==> config.mk <==
export PLATFORM = sky130hd
export DESIGN_NAME = pulse_swallow_div
export DESIGN_NICKNAME = d
export VERILOG_FILES = /design/src/rtl/psd_pkg.sv /design/src/rtl/psd_ratio_latch.sv /design/src/rtl/psd_prescaler.sv /design/src/rtl/psd_cycle_ctr.sv /design/src/rtl/psd_pulse_gen.sv /design/src/rtl/pulse_swallow_div.sv
export SDC_FILE = /design/constraint.sdc
export NUM_CORES = 1
export LEC_CHECK = 0
export BUFFER_PORTS_ARGS = -buffer_cell sky130_fd_sc_hd__buf_2
export CAP_MARGIN = 5
export CORE_ASPECT_RATIO = 2
export CORE_MARGIN = 8
export CORE_UTILIZATION = 62
export DETAILED_ROUTE_END_ITERATION = 7
export GPL_TIMING_DRIVEN = 1
export PLACE_DENSITY = 0.83
export REMOVE_ABC_BUFFERS = 1
export SETUP_SLACK_MARGIN = 0.3
export SLEW_MARGIN = 25
export SYNTH_ARGS = -nofsm -noshare
export SYNTH_HDL_FRONTEND = slang
export SYNTH_SLANG_ARGS = --single-unit
==> constraint.sdc <==
create_clock -name clk -period 6.3 [get_ports clk]
set_input_delay 0.945 -clock clk [delete_from_list [all_inputs] [get_ports clk]]
set_output_delay 0.945 -clock clk [all_outputs]
set_load 0.005 [all_outputs]
==> src/rtl/psd_pkg.sv <==
package psd_pkg;
  localparam int unsigned DEF_A_W     = 3;
  localparam int unsigned DEF_M_W     = 11;
  localparam int unsigned DEF_PRE_DIV = 8;

  typedef enum logic {
    MOD_LO = 1'b0,
    MOD_HI = 1'b1
  } modulus_e;
endpackage

==> src/rtl/psd_ratio_latch.sv <==
module psd_ratio_latch #(
  parameter int unsigned A_W   = 3,
  parameter int unsigned M_W   = 11,
  parameter int unsigned MIN_M = 7
) (
  input  logic             clk,
  input  logic             rst,
  input  logic             load,
  input  logic [A_W+M_W-1:0] bus,
  output logic [A_W-1:0]   a_r,
  output logic [M_W-1:0]   m_r,
  output logic             bad
);
  logic [A_W-1:0] a_in;
  logic [M_W-1:0] m_in;
  logic [M_W-1:0] a_ext;
  logic           bad_in;

  always_comb begin
    a_in   = bus[A_W-1:0];
    m_in   = bus[A_W +: M_W];
    a_ext  = {{(M_W-A_W){1'b0}}, a_in};
    bad_in = (m_in < a_ext) || (m_in < M_W'(MIN_M));
  end

  always_ff @(posedge clk) begin
    if (load) begin
      a_r <= a_in;
      m_r <= m_in;
      bad <= bad_in;
    end
  end

  // latched ratio and status move only on a load
  p_hold_r4: assert property (@(posedge clk) disable iff (rst)
    !load |=> ($stable(a_r) && $stable(m_r) && $stable(bad)));
endmodule

==> src/rtl/psd_prescaler.sv <==
module psd_prescaler
  import psd_pkg::*;
#(
  parameter int unsigned PRE_DIV = 8,
  parameter int unsigned CW      = 4
) (
  input  logic          clk,
  input  logic          rst,
  input  modulus_e      mode,
  output logic [CW-1:0] cnt,
  output logic          tc
);
  logic [CW-1:0] last;

  always_comb begin
    last = (mode == MOD_HI) ? CW'(PRE_DIV) : CW'(PRE_DIV - 1);
    tc   = (cnt == last);
  end

  always_ff @(posedge clk) begin
    if (rst || tc) cnt <= '0;
    else           cnt <= cnt + 1'b1;
  end

  // the extra (ninth) clock exists only in the high modulus
  p_hi_only_r1: assert property (@(posedge clk) disable iff (rst)
    (cnt == CW'(PRE_DIV)) |-> (mode == MOD_HI));
endmodule

==> src/rtl/psd_cycle_ctr.sv <==
module psd_cycle_ctr
  import psd_pkg::*;
#(
  parameter int unsigned A_W = 3,
  parameter int unsigned M_W = 11
) (
  input  logic           clk,
  input  logic           rst,
  input  logic           tc,
  input  logic [A_W-1:0] a_r,
  input  logic [M_W-1:0] m_r,
  output modulus_e       mode,
  output logic           cyc_end,
  output logic           first_per
);
  logic [A_W-1:0] a_cnt;
  logic [M_W-1:0] m_cnt;
  logic [M_W-1:0] m_inc;

  always_comb begin
    m_inc     = m_cnt + 1'b1;
    mode      = (a_cnt < a_r) ? MOD_HI : MOD_LO;
    cyc_end   = tc && (m_inc == m_r);
    first_per = (m_cnt == '0);
  end

  always_ff @(posedge clk) begin
    if (rst || cyc_end) begin
      a_cnt <= '0;
      m_cnt <= '0;
    end else if (tc) begin
      m_cnt <= m_inc;
      if (mode == MOD_HI) a_cnt <= a_cnt + 1'b1;
    end
  end

  // swallow count never passes the latched A
  p_a_bound_r1: assert property (@(posedge clk) disable iff (rst)
    a_cnt <= a_r);
  // all nine-clock periods come first in the cycle
  p_swallow_first_r1: assert property (@(posedge clk) disable iff (rst)
    (mode == MOD_HI) |-> (m_cnt == {{(M_W-A_W){1'b0}}, a_cnt}));
endmodule

==> src/rtl/psd_pulse_gen.sv <==
module psd_pulse_gen #(
  parameter int unsigned PRE_DIV = 8,
  parameter int unsigned CW      = 4
) (
  input  logic          clk,
  input  logic          rst,
  input  logic          en,
  input  logic          cyc_end,
  input  logic          first_per,
  input  logic          tc,
  input  logic [CW-1:0] pre_cnt,
  output logic          pulse
);
  logic win_next;

  always_comb begin
    win_next = rst || cyc_end ||
               (first_per && !tc && (pre_cnt < CW'(PRE_DIV - 1)));
  end

  always_ff @(posedge clk) begin
    pulse <= en && win_next;
  end

  // a low enable one clock earlier keeps the output low
  p_gate_r5: assert property (@(posedge clk) disable iff (rst)
    !$past(en) |-> !pulse);
  // pulse sits inside the first base period of a cycle
  p_window_r2: assert property (@(posedge clk) disable iff (rst)
    pulse |-> (first_per && (pre_cnt < CW'(PRE_DIV))));
endmodule

==> src/rtl/pulse_swallow_div.sv <==
module pulse_swallow_div
  import psd_pkg::*;
#(
  parameter int unsigned A_W     = DEF_A_W,
  parameter int unsigned M_W     = DEF_M_W,
  parameter int unsigned PRE_DIV = DEF_PRE_DIV
) (
  input  logic               clk,
  input  logic               rst,
  input  logic [A_W+M_W-1:0] ratio_bus,
  input  logic               out_en,
  output logic               div_pulse,
  output logic               ratio_bad
);
  localparam int unsigned CW    = $clog2(PRE_DIV + 1);
  localparam int unsigned MIN_M = PRE_DIV - 1;

  logic [A_W-1:0] a_r;
  logic [M_W-1:0] m_r;
  logic [CW-1:0]  pre_cnt;
  logic           tc;
  logic           cyc_end;
  logic           first_per;
  logic           load;
  modulus_e       mode;

  assign load = rst || cyc_end;

  psd_ratio_latch #(.A_W(A_W), .M_W(M_W), .MIN_M(MIN_M)) u_latch (
    .clk(clk), .rst(rst), .load(load), .bus(ratio_bus),
    .a_r(a_r), .m_r(m_r), .bad(ratio_bad)
  );

  psd_prescaler #(.PRE_DIV(PRE_DIV), .CW(CW)) u_pre (
    .clk(clk), .rst(rst), .mode(mode), .cnt(pre_cnt), .tc(tc)
  );

  psd_cycle_ctr #(.A_W(A_W), .M_W(M_W)) u_cyc (
    .clk(clk), .rst(rst), .tc(tc), .a_r(a_r), .m_r(m_r),
    .mode(mode), .cyc_end(cyc_end), .first_per(first_per)
  );

  psd_pulse_gen #(.PRE_DIV(PRE_DIV), .CW(CW)) u_pulse (
    .clk(clk), .rst(rst), .en(out_en), .cyc_end(cyc_end),
    .first_per(first_per), .tc(tc), .pre_cnt(pre_cnt), .pulse(div_pulse)
  );

  // the clock after reset opens a cycle at prescaler count zero
  p_reset_start_r7: assert property (@(posedge clk)
    rst |=> (first_per && (pre_cnt == '0)));
endmodule

# Word level (Yosys, flattened, before mapping)
# Index checks and enable logic that the tools add are counted.
[word_totals]
register_bits = 34
latchBits = 0
ramBits = 0
rom_bits = 0
input_bits = 17
output_inout_bits = 2
elab_cells = 29
mem_count = 0
[op_classes]
addsub = 3
multipliers = 0
div = 0
order_cmp = 4
eq_ne = 2
shifts = 0
n_mux = 2
n_bitwise = 0
reduce_logical = 11
[op_table]
columns = ["op", "count"]
rows = [
  ["adder 11 x 1 -> 11 bit (second input constant)", 1],
  ["equality test 11 bit", 1],
  ["zero test 11 bit", 1],
  ["< comparator 11 x 3 -> 1 bit", 1],
  ["< comparator 11 x 3 -> 1 bit (second input constant)", 1],
  ["adder 4 x 1 -> 4 bit (second input constant)", 1],
  ["equality test 4 bit", 1],
  ["logical AND 1 bit", 4],
  ["logical OR 1 bit", 4],
  ["< comparator 4 x 3 -> 1 bit (second input constant)", 1],
  ["two-way mux 4 bit", 1],
  ["adder 3 x 1 -> 3 bit (second input constant)", 1],
  ["< comparator 3 bit", 1],
  ["AND reduction 2 bit", 1],
  ["zero test 1 bit", 1],
  ["two-way mux 1 bit", 1],
]

# Longest topological paths before layout
# Gate-level depths: netlist (run 1).
[logic_depth]
depth_word = 9
ltp_mapped = 9
ltp_nobuf = 8

# Hierarchy
# Synthesis (run 1) repeated with hierarchy kept, for this count alone.
[unflattened]
cells_unflattened = 184
area_unflattened_um2 = 1923.1
[by_module_without_submodules]
columns = ["mod", "instances", "cells_each", "area_per_inst_um2", "seq_area_each_um2"]
rows = [
  ["psd_cycle_ctr", 1, 136, 1157.4, 280.3],
  ["psd_ratio_latch", 1, 24, 518.0, 450.4],
  ["psd_prescaler", 1, 18, 193.9, 80.1],
  ["psd_pulse_gen", 1, 5, 47.5, 20.0],
  ["pulse_swallow_div", 1, 1, 6.3, 0.0],
]

# Worst setup path before layout (run 1)
# Ideal clock, no wire load.
[synth_timing]
path_kind = "reg2reg"
start = "reg u_cyc.m_cnt[0]"
end = "reg u_latch.a_r[0], enable pin"
setup_time_ns = 0.310
t_arrival_ns = 2.023
required_time_ns = 5.990
path_slack_ns = 3.967
path_stages_with_launch = 8
path_buffers = 1
synth_period_minus_slack_ns = 2.333
path_cell_list = "dfxtp_1 -> ha_1 -> nand3_1 -> nor3_1 -> mux2i_1 -> o2111ai_1 -> o31ai_4 -> buf_6"
[synth_via]
elab_chain_cells = 4
[synth_rtl]
columns = ["element", "line", "source"]
rows = [
  ["from (decl)", "psd_cycle_ctr.sv:17", "logic [M_W-1:0] m_cnt;"],
  ["from (signal assigned)", "psd_cycle_ctr.sv:32", "m_cnt <= m_inc;"],
  ["adder 11 x 1 -> 11 bit", "psd_cycle_ctr.sv:21", "m_inc = m_cnt + 1'b1;"],
  ["equality test 11 bit", "psd_cycle_ctr.sv:23", "cyc_end = tc && (m_inc == m_r);"],
  ["logical AND 1 bit", "psd_cycle_ctr.sv:23", ""],
  ["logical OR 1 bit", "pulse_swallow_div.sv:27", "assign load = rst || cyc_end;"],
  ["via load", "pulse_swallow_div.sv:24", "logic load;"],
  ["to (signal assigned)", "psd_ratio_latch.sv:28", "a_r <= a_in;"],
  ["to (decl)", "psd_ratio_latch.sv:10", "output logic [A_W-1:0] a_r,"],
]
# The timed path passes the listed nets, and every way through them passes these cells.
# A chain may end at the register's enable or synchronous reset.

# Worst setup path after layout (run 1)
[layout_timing]
start = "reg u_cyc.m_cnt[0]"
end = "reg u_latch.m_r[9], enable pin"
[layout_via]
elab_chain_cells = 4
[layout_rtl]
columns = ["element", "line", "source"]
rows = [
  ["adder 11 x 1 -> 11 bit", "psd_cycle_ctr.sv:21", ""],
  ["equality test 11 bit", "psd_cycle_ctr.sv:23", ""],
  ["logical AND 1 bit", "psd_cycle_ctr.sv:23", ""],
  ["logical OR 1 bit", "pulse_swallow_div.sv:27", ""],
  ["to (signal assigned)", "psd_ratio_latch.sv:29", "m_r <= m_in;"],
  ["to (decl)", "psd_ratio_latch.sv:11", "output logic [M_W-1:0] m_r,"],
]
# Every way passes these cells.

==> flow_summary.ini, run 1 <==
[power]
finalPower_mw = 0.4220
clockPowerShare_pct = 35.6
intPower_mw = 0.3277
p_sw_share_pct = 22.35
p_switching_mw = 0.09431
seqPwrFrac_pct = 57.7
max-vdd-ir-drop_v = 0.0001652
power.share.combinational_pct = 6.7
p_per_area_mw_per_mm2 = 212.9
total_leakage_power_nw = 0.7565

[sta]
fin_crit_sh_pct = 42.33
maxSlewViolCount = 0
tightest_slew_ns = 0.4633
tns_ns = 0
grt_setup_unrepaired = no
maxSlewHeadroom_pct = 68.83
period_needed_ns = 2.667
setup_viol = 0
finalHoldViolCount = 0
fmax_ghz = 0.3750
finalClockSkew_ns = 0.005805

[setup_path]
required_ns = 6.25
setup.worst_path.end_class = flip-flop
cp_max_fo = 30
crit_arrival_ns = 2.62
worstSetupPathType = flip-flop to flip-flop
critPathLaunchType = flip-flop

[global_route]
overflow = 0
grt_pass1_wl_um = 5651
grt_start_max_net_pins = 31
antenna_found_initial = 0
grtUsageTotal_pct = 14.61
grt_pass1_vias = 1328

[floorplanning]
die_h_um = 92.34
core_mm2 = 0.002873
start_util_pct = 62.89
die-area_mm2 = 0.005002
die_w_um = 54.17
rows = 28
num_io_pins = 19

[layout]
layout.nets = 220
antenna-diode-count = 0
drive_gt1_share_pct = 18.88
syn2layout_area_growth_pct = 9.695
final_core_util_pct = 68.99
n_fill_cell = 233

[clock_network]
post_cts_buffers = 0
clkLatencyLatePin_ns = 0.29
cts_made_buffers = 5
cts_resized = 0
cts_tree = yes
root_buffer = clkbuf_8
htree_levels = 2
holdBufCountCts = 0
clk_pin_slew_ns = 0.06
clock_path_buffers = 2
cts_sinks = 34

[logic_synthesis]
syn_area_per_cell_um2 = 10.32
synthCells = 175
yosys_warnings = 0
synth-edff-count = 15
ys_seq_elements = 34
synth_ff_type = dfxtp_1
synth-seq-area-share_pct = 45.98
synthArstFlopShare_pct = 0
yosysUniqueCellTypes = 44
synth_area_mm2 = 0.001807

[detailed_routing]
dr.pass1.iters = 4
post_drt_wl_per_cell_um = 14.28
viasPerCell = 5.779
post-route-drc-count = 0
detailedRoute.firstIterationViolations = 31
antenna_left = 0
num_vias = 1306
finalWirelength_um = 3228

[place]
dp_hpwl_um = 2413
port_buffers = 18
gp_congestion = 0.8494

[run]
cap_violations = 0

[min_path]
hold_path.class = flip-flop to flip-flop

[outcome]
status = finished, final reports clean
[sequential cells by signal, indices dropped and copies added (netlist names)]
name,count
u_cyc.m_cnt,11
u_cyc.a_cnt,3
u_pre.cnt,4
u_pulse.pulse,1
u_latch.m_r,11
u_latch.bad,1
u_latch.a_r,3
[stage by stage]
step | hold WS (ns) | area (µm²) | cells | setup WS [ns]
final | 0.5182 | 1982 | 226 | 3.633
after floorplan | 0.4706 | 1765 | 169 | 3.655
after CTS | 0.5125 | 1982 | 226 | 3.621
after global routing | 0.5342 | 1982 | 226 | 3.442
after global placement | 0.4988 | 1901 | 218 | 3.873
after detailed placement | 0.4985 | 1901 | 218 | 3.685
[cells in the final DEF, fill, tap and decap left out, types with 2 or more instances in the layout]
cell type,instances
nand2_1,14
nor4_2,2
clkbuf_8,5
xor2_1,13
a21oi_1,5
nor2_1,22
mux2i_1,3
nor4_1,6
o21ai_0,4
nor3_1,4
dfxtp_1,19
o2111ai_1,2
nand3_1,4
nand4_1,2
inv_1,8
nor3b_1,2
edfxtp_1,15
nor2b_1,4
buf_2,18
xnor2_1,11
ha_1,8
[cells in the mapped netlist, drive strengths merged, types with 3 or more instances]
cell type  count  area, µm²
xor2          13      113.9
nor4           8      62.56
mux2i          3      30.03
nand4          3      25.02
nor2          22      82.58
nand3          4      20.02
nor2b          4      25.02
dfxtp         19      380.4
ha             8      100.1
buf            5      36.28
nor3           4      20.02
edfxtp        15      450.4
xnor2         11      96.34
a21oi          5      25.02
inv            8      30.03
o21ai          5      25.02
nand2         14      52.55
[layer usage]
metal  routed length [µm]  track usage (%)  share of wire (%)  up-vias
met5                    0                0                  0        -
met4                  136            10.74                4.2        0
met3                  214            5.136                6.6       15
met2                 1545            21.15                 48       44
met1                 1332            16.75                 41      592
li1                     -                -                  -      655
[power groups by stage]
stage                     combinational, mW  sequential (mW)  clock [mW]
after floorplan                      0.0168            0.247           0
final                                0.0284            0.243       0.150
after detailed placement             0.0287            0.248           0
after global routing                 0.0317            0.244       0.164
after global placement               0.0267            0.248           0
after CTS                            0.0289            0.243       0.155
[worst max-delay path, stage by stage (launching register included)]
cell	delay, ns
dfxtp_1	0.47
ha_1	0.26
nand3_1	0.20
nor3_1	0.31
mux2i_1	0.26
o2111ai_1	0.21
o31ai_4	0.27
buf_4	0.35
[cell families after synthesis]
family | count (synthesis) | synth area share [%]
compound gates | 18 | 8.172
flops | 34 | 45.98
mux | 4 | 2.285
fa+ha+maj | 9 | 6.164
xor+xnor | 24 | 11.63
buf+inv | 14 | 3.947
simple gates | 72 | 21.82
[layout make-up]
cell class	count	area, µm²	area share (%)
clock buffer	6	72.57	3.662
clock inverter	2	8.758	0.4419
inverter	8	30.03	1.515
multi-input combinational	127	904.6	45.64
sequential	34	830.8	41.92
tap	30	37.54	1.894
timing repair buffer	19	97.59	4.924
[path summary, 6_finish.rpt]
path	to	from	depth (start not counted)	slack, ns
min reg2reg	u_pre.cnt[0]	u_pre.cnt[0]	1	0.52
max	u_latch.m_r[9]	u_cyc.m_cnt[0]	7	3.63
max reg2reg	u_latch.m_r[9]	u_cyc.m_cnt[0]	7	3.63
min	u_pre.cnt[0]	u_pre.cnt[0]	1	0.52
Power figures use the tool's default switching activity.
==> run 2, diff against run 1 <==
--- a/config.mk
+++ b/config.mk
@@ -9,10 +9,10 @@
 export CAP_MARGIN = 5
 export CORE_ASPECT_RATIO = 2
 export CORE_MARGIN = 8
-export CORE_UTILIZATION = 62
+export CORE_UTILIZATION = 58
 export DETAILED_ROUTE_END_ITERATION = 7
 export GPL_TIMING_DRIVEN = 1
-export PLACE_DENSITY = 0.83
+export PLACE_DENSITY = 0.79
 export REMOVE_ABC_BUFFERS = 1
 export SETUP_SLACK_MARGIN = 0.3
 export SLEW_MARGIN = 25
==> constraint.sdc (replaced) <==
create_clock -name clk -period 2.5 [get_ports clk]
set_input_delay 0.375 -clock clk [delete_from_list [all_inputs] [get_ports clk]]
set_output_delay 0.375 -clock clk [all_outputs]
set_load 0.005 [all_outputs]
==> run 2 against run 1 <==
  * Clock power rose by 150%
  * Die area is 5.3% higher
  * Clock skew fell by 0.0012 ns
  * Sequential power grew to 2.5 times the previous value
  * Cell area is 11% higher
  * Routed wire length grew 33%
  * Cell count is 4.9% higher
  * Power rose to 2.5 times the previous value
  * Non-clock buffer count grew 11
  * Sequential share of layout area down 3.5 points
  * Critical path type unchanged
  * Critical endpoint is now u_latch.m_r[1]
==> flow_summary.ini, run 2 (synthesized netlist as in run 1, its figures left out) <==
[outcome]
status = finished, final reports clean

[sta]
finalHoldViolCount = 0
maxSlewHeadroom_pct = 68.38
maxSlewViolCount = 0
fin_crit_sh_pct = 88.08
tns_ns = 0
grt_setup_unrepaired = yes
tightest_slew_ns = 0.4700
setup_viol = 0
period_needed_ns = 2.202
finalClockSkew_ns = 0.004577
fin_ws_ns = 0.2981
fmax_ghz = 0.4542

[setup_path]
r2r_cells = 7
worstSetupPathType = flip-flop to flip-flop
crit_arrival_ns = 2.20
r2r_slack_ns = 0.30
cp_max_fo = 7
setup.worst_path.end_class = flip-flop
critPathLaunchType = flip-flop
regToRegStartpoint = u_cyc.m_cnt[1]
r2r_end = u_latch.m_r[1]
required_ns = 2.50

[place]
port_buffers = 18
dp_hpwl_um = 2880
gp_congestion = 0.9250
dp.cells = 221
place_ws_ns = 0.1102

[detailed_routing]
post_drt_wl_per_cell_um = 18.11
detailedRoute.firstIterationViolations = 60
viasPerCell = 6.076
finalWirelength_um = 4291
antenna_left = 0
post-route-drc-count = 0
num_vias = 1440
dr.pass1.iters = 6

[clock_network]
cts_tree = yes
cts_sinks = 34
root_buffer = clkbuf_8
clkLatencyLatePin_ns = 0.28
holdBufCountCts = 0
htree_levels = 2
clock_path_buffers = 2
cts_made_buffers = 5
clk_pin_slew_ns = 0.06

[floorplanning]
num_io_pins = 19
start_util_pct = 60.67
die_h_um = 94.93
rows = 28
die-area_mm2 = 0.005265
die_w_um = 55.47
core_mm2 = 0.002978

[power]
max-vdd-ir-drop_v = 0.0004436
total_leakage_power_nw = 0.8430
p_per_area_mw_per_mm2 = 484.7

[layout]
final_cell_mix = 19 x buf_2, 16 x nor2_1, 15 x edfxtp_1
multiInputGateArea_mm2 = 0.001006
antenna-diode-count = 0
reg.largest.list = u_cyc.m_cnt x11, u_latch.m_r x11, u_pre.cnt x4
final_cells = 237
syn2layout_area_growth_pct = 21.95
regArea_um2 = 847.1
final_common_cell = buf_2
drive_gt1_share_pct = 35.27
final_core_util_pct = 73.99
layout.nets = 231
n_fill_cell = 204

[global_route]
antenna_found_initial = 0
overflow = 0
grt_pass1_vias = 1583
grt_pass1_wl_um = 6851
grtUsageTotal_pct = 16.41
grt_start_max_net_pins = 17

[min_path]
min_delay_path_depth = 1
min_to = u_latch.a_r[0]
hp-start = ratio_bus[0]
hold_path.class = input pin to flip-flop

[run]
cap_violations = 0
==> run 2: worst max-delay path by stage <==
stage                         from  slack (ns)        endpoint
floorplan           u_cyc.m_cnt[0]       -0.14  u_latch.a_r[0]
global placement    u_cyc.m_cnt[0]        0.23  u_latch.m_r[7]
detailed placement  u_cyc.m_cnt[1]        0.11  u_latch.m_r[7]
CTS                 u_cyc.m_cnt[1]        0.32  u_latch.a_r[1]
global route        u_cyc.m_cnt[1]        0.21  u_latch.m_r[1]
finish              u_cyc.m_cnt[1]        0.30  u_latch.m_r[1]
==> run 2: cell type report <==
class | instances | area share, %
timing repair buffer | 30 | 9.143
clock buffer | 6 | 3.294
tap | 30 | 1.704
multi-input combinational | 127 | 45.66
sequential | 34 | 38.44
clock inverter | 2 | 0.3975
inverter | 8 | 1.363
==> run 2: stage by stage <==
| stage | power (mW) | cell area [µm²] | hold slack, ns |
|---|---|---|---|
| 4_1_cts | 1.081 | 2122 | 0.2689 |
| 2_1_floorplan | 0.6657 | 1765 | 0.4508 |
| 3_3_place_gp | 0.6946 | 1923 | 0.4982 |
| 3_5_place_dp | 0.7010 | 1923 | 0.5297 |
| 6_report | 1.068 | 2203 | 0.2737 |
| 5_1_grt | 1.112 | 2203 | 0.2570 |
==> run 2: repair_timing <==
item,in CTS,in global routing
resized for setup,19,18
setup endpoints to repair,30,30
buffers inserted,3,3
cloned,2,0
pin swaps,2,7
==> run 2: where the power goes <==
part / internal [mW] / switching, mW
clock: 0.191 / 0.178
sequential: 0.599 / 0.0136
combinational: 0.0419 / 0.0448
==> run 2: worst max-delay path, stage by stage (launching register included) <==
cell and delay (ns):
dfxtp_4 0.37, ha_4 0.18, nor3b_1 0.27, o21ai_0 0.14
o311ai_0 0.16, o2111ai_2 0.21, o31ai_4 0.39, buf_6 0.19
==> run 2: layer usage <==
metal / track usage, % / part of all wire, %
met4: 10.74 / 4.0
met1: 13.12 / 34
met3: 4.704 / 5.1
met2: 32.71 / 57
met5: 0 / 0
==> run 3, diff against run 2 <==
--- a/config.mk
+++ b/config.mk
@@ -7,12 +7,14 @@
 export LEC_CHECK = 0
 export BUFFER_PORTS_ARGS = -buffer_cell sky130_fd_sc_hd__buf_2
 export CAP_MARGIN = 5
+export CELL_PAD_IN_SITES_DETAIL_PLACEMENT = 1
+export CELL_PAD_IN_SITES_GLOBAL_PLACEMENT = 1
 export CORE_ASPECT_RATIO = 2
 export CORE_MARGIN = 8
-export CORE_UTILIZATION = 58
+export CORE_UTILIZATION = 45
 export DETAILED_ROUTE_END_ITERATION = 7
 export GPL_TIMING_DRIVEN = 1
-export PLACE_DENSITY = 0.79
+export PLACE_DENSITY_LB_ADDON = 0.1
 export REMOVE_ABC_BUFFERS = 1
 export SETUP_SLACK_MARGIN = 0.3
 export SLEW_MARGIN = 25
==> run 3 against run 2 <==
  * Register-to-register slack about the same
  * Worst hold slack worse by 0.0066 ns
  * Sequential share of layout area down 1.5 points
  * First-iteration DRC count down 33%
  * Global-route usage up 0.37 points
  * Setup slack worse by 0.0036 ns
  * Clock-buffer cell count unchanged
  * Clock power up 2%
  * Via count down 3.3%
  * Routed wire length up 16%
  * Die area up 22%
  * Cell area up 4.7%
  * Largest power group unchanged
  * Highest routed layer unchanged
==> flow_summary.ini, run 3 (synthesized netlist as in run 1, its figures left out) <==
[outcome]
status = finished, final reports clean

[clock_network]
root_buffer = clkbuf_8
clkLatencyLatePin_ns = 0.28
cts_tree = yes
clk_pin_slew_ns = 0.06
clock_path_buffers = 2
holdBufCountCts = 0
htree_levels = 2
cts_sinks = 34
cts_made_buffers = 5

[global_route]
grtUsageTotal_pct = 16.79
antenna_found_initial = 0
grt_pass1_wl_um = 8024
grt_pass1_vias = 1613
overflow = 0
grt_start_max_net_pins = 17

[power]
total_leakage_power_nw = 0.8910
finalPower_mw = 1.091
max-vdd-ir-drop_v = 0.0003925
p_per_area_mw_per_mm2 = 472.9

[floorplanning]
core_mm2 = 0.003844
num_io_pins = 19
start_util_pct = 47.01
die-area_mm2 = 0.006422
die_h_um = 105.6
die_w_um = 60.81
rows = 32

[detailed_routing]
viasPerCell = 5.395
finalWirelength_um = 4993
post_drt_wl_per_cell_um = 19.35
num_vias = 1392
post-route-drc-count = 0
dr.pass1.iters = 4
detailedRoute.firstIterationViolations = 40
antenna_left = 0

[setup_path]
startpoint = u_cyc.m_cnt[0]
crit_arrival_ns = 2.21
worstSetupPathType = flip-flop to flip-flop
critPathMaxStageDelay_ns = 0.39
cp_cell_sequence = ha_4, nand3_4, nor3_4, mux2i_1, o2111ai_2, o31ai_4, bufbuf_16
critPathSlowestCell = dfxtp_4
cp_max_fo = 6
required_ns = 2.51
regToRegStartpoint = u_cyc.m_cnt[0]
cp_top_family = compound AO/OA/AOI/OAI gates
cp_num_buf_inv = 1
critPathLaunchType = flip-flop
setup.worst_path.end_class = flip-flop

[layout]
drive_gt1_share_pct = 35.27
antenna-diode-count = 0
regArea_um2 = 852.1
layout.nets = 231
final_cells = 258
multiInputGateArea_mm2 = 0.001036
finalInstanceArea_mm2 = 0.002307
reg.largest.list = u_cyc.m_cnt x11, u_latch.m_r x11, u_pre.cnt x4
syn2layout_area_growth_pct = 27.70
n_fill_cell = 431
final_common_cell = nor2_1
final_cell_mix = 19 x nor2_1, 18 x buf_2, 15 x edfxtp_1

[min_path]
hp-start = ratio_bus[0]
hold_path.class = input pin to flip-flop

[sta]
tightest_slew_ns = 0.3930
setup_viol = 0
fmax_ghz = 0.4534
hold_ws_ns = 0.2672
fin_crit_sh_pct = 88.22
maxSlewViolCount = 0
grt_setup_unrepaired = yes
finalHoldViolCount = 0
finalClockSkew_ns = 0.005459
maxSlewHeadroom_pct = 73.39
period_needed_ns = 2.206
fin_ws_ns = 0.2945

[run]
cap_violations = 0

[place]
placed_area_mm2 = 0.001942
dp_hpwl_um = 3406
dp.cells = 241
port_buffers = 18
gp_congestion = 0.7823
place_ws_ns = -0.03156
## run 3: layout make-up
cell class	instances	share of cell area [%]
Multi-Input combinational cell	127	44.90
Sequential cell	34	36.93
Timing Repair Buffer	30	10.57
Clock buffer	6	3.145
Tap cell	51	2.766
Inverter	8	1.302
Clock inverter	2	0.3796
## run 3: power breakdown
| group | switching, mW | internal, mW | total, mW |
|---|---|---|---|
| combinational | 0.0503 | 0.0526 | 0.103 |
| clock | 0.185 | 0.191 | 0.376 |
| sequential | 0.0150 | 0.597 | 0.612 |
## run 3: worst paths after layout
path / endpoint / slack, ns / depth (start not counted)
worst max-delay path: u_latch.m_r[9] / 0.29 / 7
worst min-delay path: u_latch.a_r[0] / 0.27 / 1
worst max register to register: u_latch.m_r[9] / 0.29 / 7
worst min register to register: u_cyc.a_cnt[2] / 0.54 / 2
## run 3: stage by stage
| step | utilization [%] | TNS [ns] |
|---|---|---|
| floorplan | - | -2.243 |
| global placement | 50.52 | 0 |
| detailed placement | 50.52 | -0.2194 |
| CTS | 57.71 | 0 |
| global route | 60.03 | 0 |
| finish | 60.03 | 0 |
## run 3: repair_timing
item | 4_1_cts | 5_1_grt
pin swaps | 1 | 7
endpoints found under the setup margin | 30 | 30
cloned | 1 | 0
resized for setup | 32 | 16
setup buffers | 3 | 5
## run 3: metal layers
metal  part of all wire [%]  vias up  track usage [%]
met1                     32      688            14.39
li1                       -      674                -
met5                      0        -                0
met3                    1.9       11            3.776
met4                    2.6        0            5.882
met2                     63       19            33.79
## run 3: worst reg2reg max path: cells and delay by family (launching register included)
kind                     cells  cell delay [ns]
AO/OA/AOI/OAI                2             0.48
flip-flops                   1             0.39
AND/OR/NAND/NOR              2             0.32
buffers and inverters        1             0.31
multiplexers                 1             0.26
adder cells (fa/ha/maj)      1             0.17
